[src/rtl/xwc_pkg.sv]
package xwc_pkg;
  localparam int KMIN = 3;
  localparam int KMAX = 6;

  // phase-shifter tap positions for phase bit j over an LFSR of width l
  function automatic int tap_a(input int j, input int l);
    return j % l;
  endfunction

  function automatic int tap_b(input int j, input int l);
    return (j / l + 7 * j + 1) % l;
  endfunction

  function automatic int tap_c(input int j, input int l);
    return (3 * (j / l) + 13 * j + 5) % l;
  endfunction
endpackage

[src/rtl/xwc_lfsr.sv]
module xwc_lfsr #(
  parameter int LFSR_W = 32,
  parameter logic [LFSR_W-1:0] POLY = 32'h80200003,
  parameter logic [LFSR_W-1:0] RST_SEED = 32'h1ACEB00C
) (
  input  logic              clk,
  input  logic              rst,
  input  logic              adv,
  input  logic              load,
  input  logic [LFSR_W-1:0] load_val,
  output logic [LFSR_W-1:0] state
);
  logic [LFSR_W-1:0] nxt;

  always_comb begin
    nxt = state >> 1;
    if (state[0]) nxt = nxt ^ POLY;
  end

  always_ff @(posedge clk) begin
    if (rst)       state <= RST_SEED;
    else if (load) state <= load_val;
    else if (adv)  state <= nxt;
  end
endmodule

[src/rtl/xwc_code_gen.sv]
module xwc_code_gen #(
  parameter int CHAINS = 4,
  parameter int SIG_W  = 32,
  parameter int LFSR_W = 32
) (
  input  logic [LFSR_W-1:0]       state,
  input  logic [2:0]              k_eff,
  output logic [CHAINS*SIG_W-1:0] code
);
  import xwc_pkg::*;

  logic [KMAX-1:0] en;

  always_comb begin
    for (int m = 0; m < KMAX; m++) en[m] = (m < int'(k_eff));
  end

  for (genvar gi = 0; gi < CHAINS; gi++) begin : g_chain
    for (genvar gb = 0; gb < SIG_W; gb++) begin : g_bit
      logic [KMAX-1:0] pv;
      for (genvar gm = 0; gm < KMAX; gm++) begin : g_term
        localparam int J  = (gi * SIG_W + gb) * KMAX + gm;
        localparam int TA = tap_a(J, LFSR_W);
        localparam int TB = tap_b(J, LFSR_W);
        localparam int TC = tap_c(J, LFSR_W);
        assign pv[gm] = state[TA] ^ state[TB] ^ state[TC];
      end
      assign code[gi*SIG_W+gb] = &(pv | ~en);
    end
  end
endmodule

[src/rtl/xwc_accum.sv]
module xwc_accum #(
  parameter int CHAINS = 4,
  parameter int SIG_W  = 32,
  parameter int CNT_W  = 16
) (
  input  logic                    clk,
  input  logic                    rst,
  input  logic                    scan_vld,
  input  logic [CHAINS-1:0]       scan_in,
  input  logic [CHAINS*SIG_W-1:0] code,
  input  logic [CNT_W-1:0]        blk_len,
  output logic [SIG_W-1:0]        sig,
  output logic                    sig_vld
);
  logic [SIG_W-1:0] acc_q;
  logic [SIG_W-1:0] contrib;
  logic [CNT_W-1:0] cnt_q;
  logic [CNT_W:0]   cnt_inc;
  logic [CNT_W:0]   len_eff;
  logic             last;

  always_comb begin
    for (int b = 0; b < SIG_W; b++) begin
      contrib[b] = 1'b0;
      for (int i = 0; i < CHAINS; i++)
        contrib[b] = contrib[b] ^ (scan_in[i] & code[i*SIG_W+b]);
    end
  end

  always_comb begin
    cnt_inc = {1'b0, cnt_q} + {{CNT_W{1'b0}}, 1'b1};
    len_eff = (blk_len == '0) ? {{CNT_W{1'b0}}, 1'b1} : {1'b0, blk_len};
    last    = (cnt_inc >= len_eff);
  end

  always_ff @(posedge clk) begin
    if (rst) begin
      acc_q   <= '0;
      cnt_q   <= '0;
      sig     <= '0;
      sig_vld <= 1'b0;
    end else begin
      sig_vld <= 1'b0;
      if (scan_vld) begin
        if (last) begin
          sig     <= acc_q ^ contrib;
          sig_vld <= 1'b1;
          acc_q   <= '0;
          cnt_q   <= '0;
        end else begin
          acc_q <= acc_q ^ contrib;
          cnt_q <= cnt_inc[CNT_W-1:0];
        end
      end
    end
  end
endmodule

[src/rtl/xwc_compactor.sv]
module xwc_compactor #(
  parameter int CHAINS = 4,
  parameter int SIG_W  = 32,
  parameter int LFSR_W = 32,
  parameter int CNT_W  = 16,
  parameter logic [LFSR_W-1:0] POLY = 32'h80200003,
  parameter logic [LFSR_W-1:0] RST_SEED = 32'h1ACEB00C
) (
  input  logic              clk,
  input  logic              rst,
  input  logic [CHAINS-1:0] scan_in,
  input  logic              scan_vld,
  input  logic              seed_ld,
  input  logic [LFSR_W-1:0] seed,
  input  logic [2:0]        weight_sel,
  input  logic [CNT_W-1:0]  blk_len,
  output logic [SIG_W-1:0]  sig,
  output logic              sig_vld
);
  import xwc_pkg::*;

  logic [LFSR_W-1:0]       lfsr_q;
  logic [CHAINS*SIG_W-1:0] code;
  logic [2:0]              k_eff;

  always_comb begin
    if (weight_sel < 3'(KMIN))      k_eff = 3'(KMIN);
    else if (weight_sel > 3'(KMAX)) k_eff = 3'(KMAX);
    else                            k_eff = weight_sel;
  end

  xwc_lfsr #(.LFSR_W(LFSR_W), .POLY(POLY), .RST_SEED(RST_SEED)) u_lfsr (
    .clk(clk), .rst(rst), .adv(scan_vld), .load(seed_ld),
    .load_val(seed), .state(lfsr_q)
  );

  xwc_code_gen #(.CHAINS(CHAINS), .SIG_W(SIG_W), .LFSR_W(LFSR_W)) u_code (
    .state(lfsr_q), .k_eff(k_eff), .code(code)
  );

  xwc_accum #(.CHAINS(CHAINS), .SIG_W(SIG_W), .CNT_W(CNT_W)) u_acc (
    .clk(clk), .rst(rst), .scan_vld(scan_vld), .scan_in(scan_in),
    .code(code), .blk_len(blk_len), .sig(sig), .sig_vld(sig_vld)
  );
endmodule

[config.mk]
export PLATFORM = sky130hd
export DESIGN_NAME = xwc_compactor
export DESIGN_NICKNAME = d
export VERILOG_FILES = /design/src/rtl/xwc_pkg.sv /design/src/rtl/xwc_lfsr.sv /design/src/rtl/xwc_code_gen.sv /design/src/rtl/xwc_accum.sv /design/src/rtl/xwc_compactor.sv
export SDC_FILE = /design/constraint.sdc
export NUM_CORES = 1
export LEC_CHECK = 0
export BUFFER_PORTS_ARGS = -buffer_cell sky130_fd_sc_hd__buf_4
export CAP_MARGIN = 20
export CORE_ASPECT_RATIO = 1.75
export CORE_MARGIN = 2
export CORE_UTILIZATION = 25
export CTS_CLUSTER_DIAMETER = 100
export DETAILED_ROUTE_END_ITERATION = 16
export GPL_TIMING_DRIVEN = 0
export HOLD_SLACK_MARGIN = 0.08
export PLACE_DENSITY = 0.39
export SLEW_MARGIN = 15
export SYNTH_ARGS = -nofsm -noshare
export SYNTH_HDL_FRONTEND = slang
export SYNTH_HIERARCHICAL = 1
export SYNTH_SLANG_ARGS = --single-unit
[constraint.sdc]
create_clock -name clk -period 4.4 [get_ports clk]
set_input_delay 0.44 -clock clk [delete_from_list [all_inputs] [get_ports clk]]
set_output_delay 0.44 -clock clk [all_outputs]
set_load 0.03 [all_outputs]
==> impl_metrics.prom <==
# TYPE chip_impl_metric gauge
chip_impl_metric{name="critical-path-max-stage-delay",unit="ns"} 0.91
chip_impl_metric{name="postSynthAreaPerCell",unit="um2"} 7.682
chip_impl_metric{name="powerDensity",unit="nW/um2"} 355.3
chip_impl_metric{name="post_route_cells_drive_above_1_share",unit="%"} 17.99
chip_impl_metric{name="ioPinCount",unit=""} 92
chip_impl_metric{name="power.ir.vdd_worst",unit="mV"} 0.3047
chip_impl_info{name="critical_path_class",value="in2reg"} 1
chip_impl_metric{name="numPortBuffers",unit=""} 89
chip_impl_metric{name="remaining_drc_errors",unit=""} 0
chip_impl_metric{name="final.fill_count",unit=""} 8506
chip_impl_metric{name="global_route_wire_length_before_repair",unit="mm"} 246.9
chip_impl_metric{name="post_drt_via_cell_ratio",unit=""} 6.508
chip_impl_metric{name="grt_start_max_net_pins",unit=""} 20
chip_impl_metric{name="dp.cells",unit=""} 3676
chip_impl_metric{name="via_count",unit=""} 24156
chip_impl_metric{name="initial_core_util",unit="%"} 25.18
chip_impl_info{name="synth.top_cells.by_area",value="sky130_fd_sc_hd__xnor2_1, sky130_fd_sc_hd__dfxtp_1, sky130_fd_sc_hd__xor2_1"} 1
chip_impl_metric{name="multi_input_area",unit="um2"} 15910
chip_impl_info{name="series_of_cell_instances_along_the_critical_path",value="buf_4 > nand2b_1 > buf_2 > inv_1 > clkdlybuf4s15_1 > clkbuf_1 > o22ai_1 > a221oi_1 > nand2_1 > xor2_1 > xnor2_1 > xnor2_1 > nand3_1 > a21oi_1"} 1
chip_impl_metric{name="antenna_found_initial",unit=""} 15
chip_impl_metric{name="first_pass_iters",unit=""} 8
chip_impl_metric{name="synth_top_area_share",unit="%"} 27.35
chip_impl_metric{name="route.detailed.wl_per_inst",unit="um"} 52.49
chip_impl_metric{name="die_height",unit="um"} 372.9
chip_impl_metric{name="critPathBufInv",unit=""} 5
chip_impl_metric{name="total_power",unit="mW"} 8.191
chip_impl_metric{name="tightestPinTransition",unit="ns"} 1.350
chip_impl_metric{name="clk_path_buf_depth",unit=""} 2
chip_impl_metric{name="nNetsFinal",unit=""} 2743
chip_impl_metric{name="postRouteWirelength",unit="mm"} 194.8
chip_impl_info{name="grt_setup_unrepaired",value="no"} 1
chip_impl_metric{name="routabilityCongestion",unit=""} 1.093
chip_impl_metric{name="postSynth.asyncResetShare",unit="%"} 0
chip_impl_metric{name="timing.clock.skew",unit="ns"} 0.03305
chip_impl_metric{name="synth_nets",unit=""} 2606
chip_impl_metric{name="starting_drc_count_in_detailed_routing",unit=""} 3623
chip_impl_metric{name="die_width",unit="um"} 214.8
chip_impl_info{name="clk_root_buffer_cell",value="sky130_fd_sc_hd__clkbuf_16"} 1
chip_impl_metric{name="cts_inserted_buffers",unit=""} 17
chip_impl_metric{name="critical_path_fanouts_max",unit=""} 10
chip_impl_metric{name="final-instance-count-excl-fill",unit=""} 3712
chip_impl_metric{name="power.leakage",unit="nW"} 7.695
chip_impl_metric{name="fin_ws",unit="ns"} -0.2146
chip_impl_metric{name="post_synth_edffs",unit=""} 0
chip_impl_metric{name="final.setup.tns",unit="ns"} -0.6895
chip_impl_metric{name="synth.ff_latch_count",unit=""} 113
chip_impl_metric{name="cts_clk_pin_slew_worst_paths",unit="ns"} 0.09
chip_impl_info{name="cpLargestDelayFamily",value="buffers and inverters"} 1
chip_impl_metric{name="relSlewSlack",unit="%"} 9.370
chip_impl_metric{name="post-route-util",unit="%"} 29.86
chip_impl_metric{name="htree_levels",unit=""} 4
chip_impl_info{name="failed_checks",value="negative setup slack"} 1
chip_impl_metric{name="critical_path_required",unit="ns"} 4.86
chip_impl_metric{name="mappedNetlistArea",unit="um2"} 19440
chip_impl_metric{name="track_usage",unit="%"} 47.67
chip_impl_metric{name="syn_to_final_growth",unit="%"} 18.60
chip_impl_metric{name="netlist_instances",unit=""} 2530
chip_impl_info{name="cts_tree",value="done"} 1
chip_impl_metric{name="slew_limit_fails",unit=""} 0
chip_impl_metric{name="finalCritPeriodShare",unit="%"} 104.9
chip_impl_metric{name="hold_violations",unit=""} 0
chip_impl_metric{name="maxClockFrequency",unit="MHz"} 216.7
chip_impl_metric{name="critical_path_arrival",unit="ns"} 5.07
chip_impl_info{name="synth_ff_type",value="sky130_fd_sc_hd__dfxtp_1"} 1
chip_impl_metric{name="portion_of_the_post_synthesis_area_used_by_sequential_elements",unit="%"} 11.64
chip_impl_metric{name="hpwl",unit="mm"} 145.2
chip_impl_metric{name="yosys_cell_types",unit=""} 89
chip_impl_metric{name="postCtsSetupRepairBufs",unit=""} 0
chip_impl_metric{name="placement_rows",unit=""} 135
chip_impl_metric{name="cts.hold.buffers_added",unit=""} 0
chip_impl_info{name="synthDominantAreaCellType",value="sky130_fd_sc_hd__xnor2_1"} 1
chip_impl_metric{name="antenna_violating_nets_post_route",unit=""} 0
chip_impl_metric{name="setup_viol",unit=""} 10
chip_impl_metric{name="cap_violations",unit=""} 0
chip_impl_metric{name="timing.final.crit_period",unit="ns"} 4.615
chip_impl_metric{name="reg_area",unit="um2"} 2262
chip_impl_metric{name="clock_sink_count",unit=""} 113
chip_impl_metric{name="insertion_delay",unit="ns"} 0.54
chip_impl_info{name="min_path_type",value="in2reg"} 1
chip_impl_info{name="crit_path_frequent_cell",value="sky130_fd_sc_hd__xnor2_1"} 1
chip_impl_metric{name="final.hold.worst_slack",unit="ns"} 0.1413
chip_impl_metric{name="first_global_vias",unit=""} 23001
chip_impl_info{name="worst_setup_path_end_kind",value="register"} 1
chip_impl_metric{name="synth.yosys.warnings",unit=""} 6
chip_impl_metric{name="core-area",unit="um2"} 77190
chip_impl_info{name="crit_path_start_kind",value="input pin"} 1
chip_impl_metric{name="floorplan.die_area",unit="um2"} 80080
chip_impl_info{name="crit_path_top_delay_cell",value="sky130_fd_sc_hd__clkbuf_1"} 1
chip_impl_info{name="run_status",value="finished with violations"} 1
chip_impl_metric{name="grt_overflow",unit=""} 0
[sequential cells by signal, summed over array words and instances, names as in the netlist]
register and cells:
u_acc/acc_q 32, u_acc/sig 32, u_lfsr/state 32, u_acc/cnt_q 16, u_acc/sig_vld 1
[Yosys cell counts (7+ instances only)]
library cell / count
sky130_fd_sc_hd__a211oi_1: 74
sky130_fd_sc_hd__a21oi_1: 142
sky130_fd_sc_hd__a221o_1: 32
sky130_fd_sc_hd__a221oi_1: 38
sky130_fd_sc_hd__a222oi_1: 12
sky130_fd_sc_hd__a22o_1: 8
sky130_fd_sc_hd__a22oi_1: 22
sky130_fd_sc_hd__a2bb2oi_1: 18
sky130_fd_sc_hd__a31oi_1: 8
sky130_fd_sc_hd__and3_1: 16
sky130_fd_sc_hd__buf_1: 16
sky130_fd_sc_hd__buf_2: 127
sky130_fd_sc_hd__buf_4: 55
sky130_fd_sc_hd__buf_6: 14
sky130_fd_sc_hd__clkbuf_1: 82
sky130_fd_sc_hd__dfxtp_1: 113
sky130_fd_sc_hd__ha_1: 17
sky130_fd_sc_hd__inv_1: 26
sky130_fd_sc_hd__inv_2: 10
sky130_fd_sc_hd__mux2i_1: 30
sky130_fd_sc_hd__nand2_1: 253
sky130_fd_sc_hd__nand3_1: 52
sky130_fd_sc_hd__nor2_1: 49
sky130_fd_sc_hd__nor2b_1: 26
sky130_fd_sc_hd__nor3_1: 37
sky130_fd_sc_hd__nor3b_1: 14
sky130_fd_sc_hd__nor4_1: 10
sky130_fd_sc_hd__o211a_1: 11
sky130_fd_sc_hd__o211ai_1: 17
sky130_fd_sc_hd__o21ai_0: 102
sky130_fd_sc_hd__o221ai_1: 36
sky130_fd_sc_hd__o22a_1: 8
sky130_fd_sc_hd__o22ai_1: 134
sky130_fd_sc_hd__o31ai_1: 7
sky130_fd_sc_hd__or3_1: 11
sky130_fd_sc_hd__xnor2_1: 607
sky130_fd_sc_hd__xnor2_2: 35
sky130_fd_sc_hd__xor2_1: 127
[layout by cell type (no fill, tap or decap), drive strengths merged, types with 74 or more instances in the layout]
master  netlist  layout
a211oi       74      74
clkbuf       82     106
dfxtp       113     113
xnor2       647     647
xor2        131     131
o21ai       106     106
buf         213     323
nand2       253     253
o22ai       134     134
a21oi       143     143
[timing repair]
item                       in CTS  in global routing
resized for setup              14                 29
gates cloned                    0                  0
setup endpoints to repair      80                 60
pin swaps                       0                  1
[logic make-up after synthesis]
| group | Yosys count | share of synthesized area (%) |
|---|---|---|
| buf+inv | 337 | 9.013 |
| xor+xnor | 785 | 37.92 |
| fa+ha+maj | 17 | 1.094 |
| flops | 113 | 11.64 |
| simple gates | 508 | 12.27 |
| mux | 31 | 1.603 |
| compound gates | 739 | 26.46 |
[per-stage QoR]
stage / instance area [um2] / setup WS [ns]
global placement: 21390 / -1.340
finish: 23050 / -0.2146
detailed placement: 22240 / -0.7168
floorplan: 19440 / 1.209
global route: 23040 / 0.002370
CTS: 22890 / 0.004993
[tightest hold or removal path: stages]
cell and delay [ns]:
sky130_fd_sc_hd__buf_4 0.08, sky130_fd_sc_hd__nor3b_1 0.04, sky130_fd_sc_hd__a21oi_1 0.09
[power breakdown]
part	internal [mW]	switching [mW]
Clock	0.834	0.676
Sequential	1.09	0.0660
Combinational	1.77	3.75
[worst paths after layout]
path              slack (ns)  cells past startpoint             from               end
hold reg to reg         0.47                      2     u_acc/sig[9]      u_acc/sig[9]
setup reg to reg       -0.07                     11  u_lfsr/state[5]   u_acc/acc_q[13]
setup / recovery       -0.21                     14    weight_sel[1]   u_acc/acc_q[20]
hold / removal          0.14                      3         seed[19]  u_lfsr/state[19]
[cell type report]
cell class	count	area share, %
Multi-Input combinational cell	2080	69.02
Sequential cell	113	9.813
Buffer	292	7.137
Tap cell	1027	5.574
Timing Repair Buffer	121	5.167
Clock buffer	17	1.845
Clock inverter	15	0.7002
Inverter	42	0.6893
Antenna cell	5	0.05428
[routing by layer]
metal / track usage [%] / share of wire [%] / vias to the layer above
met5: 0 / 0.039 / -
li1: - / - / 9272
met1: 46.57 / 32 / 11643
met2: 72.82 / 43 / 2208
met3: 18.26 / 11 / 1023
met4: 54.02 / 14 / 10
No activity file was read; power rests on OpenSTA's default activity.
